File: src/rtl/fir2x_pkg.sv
package fir2x_pkg;

  // number of shared multipliers: each serves an even tap and its odd neighbour
  function automatic int lane_count(input int ntaps);
    return (ntaps + 1) / 2;
  endfunction

  // full-precision result width for a sum of ntaps products
  function automatic int result_width(input int dw, input int cw, input int ntaps);
    return dw + cw + $clog2(ntaps);
  endfunction

  // index width of the coefficient load port
  function automatic int sel_width(input int ntaps);
    return (ntaps > 1) ? $clog2(ntaps) : 1;
  endfunction

endpackage

File: src/rtl/fir2x_tapline.sv
module fir2x_tapline #(
  parameter int DW    = 16,
  parameter int NTAPS = 5
) (
  input  logic                 clk,
  input  logic                 rst_n,
  input  logic                 in_valid,
  input  logic signed [DW-1:0] in_data,
  output logic signed [DW-1:0] taps [NTAPS],
  output logic                 accept_ev,
  output logic                 dup_ev,
  output logic                 phase_even,
  output logic                 proto_err
);

  logic took_q;

  // a strobe straight after an acceptance is dropped
  assign accept_ev  = in_valid & ~took_q;
  assign dup_ev     = in_valid &  took_q;
  // delayed copy of the accept strobe steers the lane multiplexers
  assign phase_even = took_q;

  always_ff @(posedge clk or negedge rst_n) begin
    if (!rst_n) begin
      took_q    <= 1'b0;
      proto_err <= 1'b0;
    end else begin
      took_q    <= accept_ev;
      proto_err <= proto_err | dup_ev;
    end
  end

  always_ff @(posedge clk or negedge rst_n) begin
    if (!rst_n) begin
      for (int i = 0; i < NTAPS; i++) taps[i] <= '0;
    end else if (accept_ev) begin
      taps[0] <= in_data;
      for (int i = 1; i < NTAPS; i++) taps[i] <= taps[i-1];
    end
  end

endmodule

File: src/rtl/fir2x_coefbank.sv
module fir2x_coefbank #(
  parameter int CW    = 18,
  parameter int NTAPS = 5,
  parameter int SW    = 3
) (
  input  logic                 clk,
  input  logic                 rst_n,
  input  logic                 coef_we,
  input  logic [SW-1:0]        coef_sel,
  input  logic signed [CW-1:0] coef_din,
  output logic signed [CW-1:0] coefs [NTAPS]
);

  always_ff @(posedge clk or negedge rst_n) begin
    if (!rst_n) begin
      for (int i = 0; i < NTAPS; i++) coefs[i] <= '0;
    end else begin
      // an index past the last tap matches no slot and is dropped
      for (int i = 0; i < NTAPS; i++)
        if (coef_we && coef_sel == SW'(i)) coefs[i] <= coef_din;
    end
  end

endmodule

File: src/rtl/fir2x_lane.sv
module fir2x_lane #(
  parameter int DW  = 16,
  parameter int CW  = 18,
  parameter int LAT = 2,
  localparam int PW = DW + CW
) (
  input  logic                 clk,
  input  logic                 rst_n,
  input  logic                 sel_even,
  input  logic signed [DW-1:0] x_even,
  input  logic signed [CW-1:0] h_even,
  input  logic signed [DW-1:0] x_odd,
  input  logic signed [CW-1:0] h_odd,
  output logic signed [PW-1:0] prod
);

  logic signed [DW-1:0] x_mux;
  logic signed [CW-1:0] h_mux;
  logic signed [PW-1:0] pipe [LAT];

  function automatic logic signed [PW-1:0] lane_mul(
    input logic signed [DW-1:0] a, input logic signed [CW-1:0] b);
    logic signed [PW-1:0] aw, bw;
    aw = PW'(a);
    bw = PW'(b);
    return aw * bw;
  endfunction

  // 2:1 routing of sample and coefficient
  always_comb begin
    if (sel_even) begin
      x_mux = x_even;
      h_mux = h_even;
    end else begin
      x_mux = x_odd;
      h_mux = h_odd;
    end
  end

  always_ff @(posedge clk or negedge rst_n) begin
    if (!rst_n) begin
      for (int s = 0; s < LAT; s++) pipe[s] <= '0;
    end else begin
      pipe[0] <= lane_mul(x_mux, h_mux);
      for (int s = 1; s < LAT; s++) pipe[s] <= pipe[s-1];
    end
  end

  assign prod = pipe[LAT-1];

endmodule

File: src/rtl/fir2x_combine.sv
module fir2x_combine #(
  parameter int PW   = 34,
  parameter int NMUL = 3,
  parameter int AW   = 37,
  parameter int LAT  = 2
) (
  input  logic                 clk,
  input  logic                 rst_n,
  input  logic                 phase_even,
  input  logic signed [PW-1:0] prods [NMUL],
  output logic                 out_valid,
  output logic signed [AW-1:0] out_data
);

  logic [LAT:0]         tag;
  logic signed [AW-1:0] lane_sum;
  logic signed [AW-1:0] hold_q;

  function automatic logic signed [AW-1:0] widen(input logic signed [PW-1:0] p);
    return {{(AW-PW){p[PW-1]}}, p};
  endfunction

  always_comb begin
    lane_sum = '0;
    for (int k = 0; k < NMUL; k++) lane_sum = lane_sum + widen(prods[k]);
  end

  // tag[LAT-1] marks the even-phase sum, tag[LAT] the odd-phase sum
  always_ff @(posedge clk or negedge rst_n) begin
    if (!rst_n) begin
      tag       <= '0;
      hold_q    <= '0;
      out_valid <= 1'b0;
      out_data  <= '0;
    end else begin
      tag[0] <= phase_even;
      for (int s = 1; s <= LAT; s++) tag[s] <= tag[s-1];
      hold_q    <= lane_sum;
      out_valid <= tag[LAT];
      if (tag[LAT]) out_data <= hold_q + lane_sum;
    end
  end

endmodule

File: src/rtl/fir2x_top.sv
module fir2x_top #(
  parameter int DW       = 16,
  parameter int CW       = 18,
  parameter int NTAPS    = 5,
  parameter int MULT_LAT = 2,
  localparam int NMUL    = fir2x_pkg::lane_count(NTAPS),
  localparam int AW      = fir2x_pkg::result_width(DW, CW, NTAPS),
  localparam int SW      = fir2x_pkg::sel_width(NTAPS),
  localparam int PW      = DW + CW
) (
  input  logic                 clk,
  input  logic                 rst_n,
  input  logic                 in_valid,
  input  logic signed [DW-1:0] in_data,
  input  logic                 coef_we,
  input  logic [SW-1:0]        coef_sel,
  input  logic signed [CW-1:0] coef_din,
  output logic                 out_valid,
  output logic signed [AW-1:0] out_data,
  output logic                 proto_err
);

  logic signed [DW-1:0] taps  [NTAPS];
  logic signed [CW-1:0] coefs [NTAPS];
  logic signed [PW-1:0] prods [NMUL];
  logic                 accept_ev;
  logic                 dup_ev;
  logic                 phase_even;

  fir2x_tapline #(.DW(DW), .NTAPS(NTAPS)) u_tapline (
    .clk(clk), .rst_n(rst_n), .in_valid(in_valid), .in_data(in_data),
    .taps(taps), .accept_ev(accept_ev), .dup_ev(dup_ev),
    .phase_even(phase_even), .proto_err(proto_err)
  );

  fir2x_coefbank #(.CW(CW), .NTAPS(NTAPS), .SW(SW)) u_coefbank (
    .clk(clk), .rst_n(rst_n), .coef_we(coef_we), .coef_sel(coef_sel),
    .coef_din(coef_din), .coefs(coefs)
  );

  for (genvar k = 0; k < NMUL; k++) begin : g_lane
    logic signed [DW-1:0] x_odd;
    logic signed [CW-1:0] h_odd;
    if (2*k + 1 < NTAPS) begin : g_pair
      assign x_odd = taps[2*k+1];
      assign h_odd = coefs[2*k+1];
    end else begin : g_zero
      // no odd partner: feed zeros in the second phase
      assign x_odd = '0;
      assign h_odd = '0;
    end
    fir2x_lane #(.DW(DW), .CW(CW), .LAT(MULT_LAT)) u_lane (
      .clk(clk), .rst_n(rst_n), .sel_even(phase_even),
      .x_even(taps[2*k]), .h_even(coefs[2*k]),
      .x_odd(x_odd), .h_odd(h_odd), .prod(prods[k])
    );
  end

  fir2x_combine #(.PW(PW), .NMUL(NMUL), .AW(AW), .LAT(MULT_LAT)) u_combine (
    .clk(clk), .rst_n(rst_n), .phase_even(phase_even), .prods(prods),
    .out_valid(out_valid), .out_data(out_data)
  );

endmodule

File: config.mk
export PLATFORM = sky130hd
export DESIGN_NAME = fir2x_top
export DESIGN_NICKNAME = d
export VERILOG_FILES = /design/src/rtl/fir2x_pkg.sv /design/src/rtl/fir2x_tapline.sv /design/src/rtl/fir2x_coefbank.sv /design/src/rtl/fir2x_lane.sv /design/src/rtl/fir2x_combine.sv /design/src/rtl/fir2x_top.sv
export SDC_FILE = /design/constraint.sdc
export NUM_CORES = 2
export LEC_CHECK = 0
export BUFFER_PORTS_ARGS = -buffer_cell sky130_fd_sc_hd__buf_2
export CAP_MARGIN = 20
export CORE_MARGIN = 1.5
export CORE_UTILIZATION = 50
export DETAILED_ROUTE_END_ITERATION = 16
export PLACE_DENSITY = 0.69
export SLEW_MARGIN = 20
export SYNTH_ARGS = -nofsm -noshare
export SYNTH_HDL_FRONTEND = slang
export SYNTH_HIERARCHICAL = 1
export SYNTH_SLANG_ARGS = --single-unit
File: constraint.sdc
create_clock -name clk -period 7.52 [get_ports clk]
set_input_delay 1.504 -clock clk [delete_from_list [all_inputs] [get_ports clk]]
set_output_delay 1.504 -clock clk [all_outputs]
set_load 0.1 [all_outputs]
# After elaboration in Yosys (flattened, before gate mapping)

Index checks and enable logic that the tools add are counted.

Bits in registers: 454
Bits of input ports: 41
Output and inout port bits: 39

Add/sub/neg operators: 3
Multiply operators: 3
Equality and inequality tests: 4
Muxes and demuxes: 6
Bitwise logic cells: 4
Reductions and logical operators: 6

Operator list:

| operator             | count |
|---|---|
| $mul A16 B18 Y34     | 3 |
| $mux W18             | 3 |
| $mux W16             | 3 |
| $add A37 B37 Y37     | 1 |
| $add A35 B34 Y36     | 1 |
| $add A34 B34 Y35     | 1 |
| $eq A3 B2 Y1 const B | 2 |
| $logic_and A1 B1 Y1  | 5 |
| $eq A3 B1 Y1 const B | 1 |
| $eq A3 B3 Y1 const B | 1 |
| $logic_not A3 Y1     | 1 |
| $and A1 B1 Y1        | 2 |
| $not A1 Y1           | 1 |
| $or A1 B1 Y1         | 1 |

# Longest topological paths before layout

Depth in word-level cells: 3
Depth in mapped cells: 26
Depth with buffers taken out: 24

# Cells and area by module

Netlist, hierarchy kept.

By module, submodules not included:

| module                        | instances | cells each | area an instance (sq um) | sequential area each (sq um) |
|---|---|---|---|---|
| fir2x_lane (g_lane[0].u_lane) | 1         | 1399       | 13382.8                  | 1701.6 |
| fir2x_lane (g_lane[2].u_lane) | 1         | 1385       | 13295.3                  | 1701.6 |
| fir2x_lane (g_lane[1].u_lane) | 1         | 1394       | 13264.0                  | 1701.6 |
| fir2x_combine                 | 1         | 766        | 7090.6                   | 1926.8 |
| fir2x_tapline                 | 1         | 174        | 3457.1                   | 2052.0 |
| fir2x_coefbank                | 1         | 193        | 3403.3                   | 2252.2 |
| fir2x_top                     | 1         | 1          | 3.8                      | 0.0 |

# Worst setup path after synthesis

Ideal clock, no wire load.

Path type: flip-flop to flip-flop
From: register u_tapline.took_q, in the netlist u_tapline/phase_even
To: register g_lane[0].u_lane/pipe[66] (netlist bit)
Arrival time: 6772 ps
Data required time: 7386 ps
Path slack: 614 ps
Stages on the path, launching flop included: 23
Buffers on the path: 2
Clock period less this slack: 6906 ps
Cell sequence: dfrtp_1 > buf_2 > buf_1 > mux2i_1 > nor2_1 > fa_1 > fa_1 > inv_1 > fa_1 > inv_1 > fa_1 > fa_1 > inv_1 > fa_1 > inv_1 > ha_1 > a21o_1 > a21o_1 > a221o_1 > and2_1 > a21oi_2 > o311ai_2 > xor2_1

Word-level cells in the longest chain between the ends: 2
Elaborated cells on any way between the ends: 3

RTL lines:

| element                                     | RTL line            | text |
|---|---|---|
| start, declared                             | fir2x_tapline.sv:16 | `logic took_q;` |
| start signal, assigned                      | fir2x_tapline.sv:29 | `took_q <= accept_ev;` |
| $mux W16 / $mux W18 (equally long branches) | fir2x_lane.sv:31    | `if (sel_even) begin` |
| $mul A16 B18 Y34 (*)                        | fir2x_lane.sv:26    | `return aw * bw;` |
| end, declared                               | fir2x_lane.sv:19    | `logic signed [PW-1:0] pipe [LAT];` |

Every way passes the cells marked *; elsewhere a longest branch is shown, timed or not.
A chain may end at the register's enable or synchronous reset.

# Worst setup path after layout

From: register u_tapline.took_q, in the netlist u_tapline/phase_even
To: register g_lane[0].u_lane/pipe[64] (netlist bit)

Same word-level chain as after synthesis.

==> metrics.cfg <==
[cts]
clock_path_buffers = 3
numCtsBuffers = 49
cts_tree = done
post_cts_buffers = 0
insertion_delay_ns = 0.67
cts_hold_buf = 0
clock-sinks = 453
post_cts_resized = 0
clk_pin_slew_ns = 0.06
cts-root-buf = clkbuf_16
htreeDepth = 2

[status]
status = complete, no violations

[global_routing]
grt.overflow.total = 0
grt_max_degree = 141
antenna_found_initial = 1
grt_pass1_vias = 39900
grt_use_total_pct = 27.3
grt_pass1_wl_mm = 231

[placed_design]
routabilityCongestion = 0.988
port_buffers = 79
dp_hpwl_mm = 120

[synthesis]
synth_compound_area_share_pct = 6.84
yosysWarnings = 6
yosysSeqAreaShare_pct = 21.0
synth_xor_area_share_pct = 2.45
async_flop_share_pct = 100
synth_top_family_by_area = adder cells
ys_ff_latch = 453
syn_inst = 5312
synthFlopType = dfrtp_1
synthDistinctLibCells = 109
synth-adder-area-share_pct = 41.3
synth-simple-area-share_pct = 9.89
synth_mux_area_share_pct = 8.40
netlist_area_um2 = 53900
syn_area_per_cell_um2 = 10.1
synth_edf_count = 0

[worst_setup_path]
end_kind = register
worstSetupPathType = register to register
critical_path_arrival_ns = 7.72
critPathLaunchType = register
timing.rr.start = u_tapline/phase_even
critical_path_required_ns = 8.08
r2r_cells = 22
reg2reg_slack_ns = 0.35
path_max_fanout = 23
startpoint = u_tapline/phase_even
r2r_end = g_lane[0].u_lane/pipe[64]

[final_layout]
area_growth_pct = 7.32
final_cell_mix = inv_1, fa_1, nand2_1, nor2_1, dfrtp_1
final_util_pct = 54.0
drive_gt1_share_pct = 12.2
fin_nets = 6699
final_common_cell = inv_1

[detailed_routing]
dr.first_iter.drc_count = 2742
drt_wl_total_mm = 145
firstDrtPassIters = 6
antenna_left = 0
routedWlPerCell_um = 21.1
dr_total_vias = 37300
viasPerCell = 5.43
drc = 0

[floorplanning]
rows = 120
core_area_um2 = 107000
die_h_um = 331
ioPinCount = 80
initial_core_util_pct = 50.3
die_w_um = 331
die_area_um2 = 110000

[sta]
slew_headroom_pct = 34.5
fin_crit_sh_pct = 95.3
rsz0062_at_grt = false
tns_ns = 0
period_minus_slack_ns = 7.17
maxSlewViolCount = 0
setup_viol = 0
finClkSkew_ns = 0.0547
tightest_slew_ns = 0.955
max_freq_mhz = 140
hold_viol = 0
fin_hold_ws_ns = 0.320

[min_path]
hold_path_class = register to register
min_to = g_lane[1].u_lane/prod[11]
whs_path_depth = 0
hp-start = g_lane[1].u_lane/pipe[45]

[flow_run]
cap_violations = 0

## layer usage
layer | track usage [%] | routed length [um] | vias up
li1 | - | - | 16600
met1 | 37.2 | 61600 | 19000
met2 | 42.5 | 64600 | 1370
met3 | 4.92 | 10900 | 305
met4 | 12.8 | 7850 | 0
met5 | 0 | 0 | -
## synthesized netlist by cell type (29+ instances only)
cell	count	area, um2
a21o_1	75	563
a21oi_1	158	791
buf_4	104	781
clkbuf_1	87	327
dfrtp_1	453	11300
fa_1	906	18100
ha_1	329	4120
inv_1	1064	3990
mux2_2	207	2330
mux2_4	79	1190
mux2i_1	101	1010
nand2_1	542	2030
nand3_1	39	195
nor2_1	501	1880
nor3_1	29	145
o21ai_0	73	365
xnor2_1	110	963
xor2_1	41	359
## state kept, by name (all words and copies together) (netlist names)
register,count
u_combine/out_valid,1
u_tapline/phase_even,1
u_combine/hold_q,36
u_coefbank/coefs,90
u_tapline/taps,80
g_lane.u_lane/pipe,102
u_tapline/proto_err,1
u_combine/out_data,37
u_combine/tag,3
g_lane.u_lane/prod,102
## worst max-delay path, stage by stage, from the launching register on
cell      delay (ns)
dfrtp_4         0.67
buf_4           0.35
mux2i_1         0.73
nor2_1          0.14
fa_1            0.57
inv_1           0.06
fa_1            0.53
inv_1           0.05
fa_1            0.38
fa_1            0.42
fa_1            0.51
inv_1           0.06
fa_1            0.53
inv_1           0.06
ha_1            0.35
a21o_1          0.23
a21o_1          0.19
a21oi_1         0.13
or4b_1          0.52
a21oi_2         0.23
nand3_1         0.09
o311ai_0        0.11
buf_4           0.17
## worst max-delay path by stage
stage          cells after the start                   endpoint  slack [ns]
2_1_floorplan                     22  g_lane[0].u_lane/pipe[66]        0.61
6_report                          22  g_lane[0].u_lane/pipe[64]        0.35
5_1_grt                           21  g_lane[0].u_lane/pipe[67]       0.004
4_1_cts                           22  g_lane[0].u_lane/pipe[64]        0.41
3_5_place_dp                      21  g_lane[2].u_lane/pipe[64]        0.40
3_3_place_gp                      22  g_lane[2].u_lane/pipe[64]        0.51
## logic make-up after synthesis
group | after synthesis
other | 1
multiplexers | 387
buffers and inverters | 1294
AND/OR/NAND/NOR | 1258
XOR/XNOR | 151
AO/OA/AOI/OAI | 533
flip-flops | 453
adder cells (fa/ha/maj) | 1235
## through the flow
step           cell area (um2)  worst slack [ns]  cells
2_1_floorplan            54100             0.614   5375
3_3_place_gp             56000             0.508   6775
3_5_place_dp             56000             0.398   6775
4_1_cts                  57800             0.406   6865
5_1_grt                  57800           0.00370   6865
6_report                 57800             0.354   6866
## area by class of cell
cell class	instances	area (um2)
repair buffers	226	1560
clock inverters	24	424
diodes	1	2.50
flip-flops and latches	453	11300
well taps	1403	1760
multi-input cells	3628	37400
inverters	1065	4000
fillers	9475	49200
clock buffers	66	1380
Power is left out: the tool's default activity adds up to more than one toggle a clock period on the data nets, which glitch-free logic cannot reach.
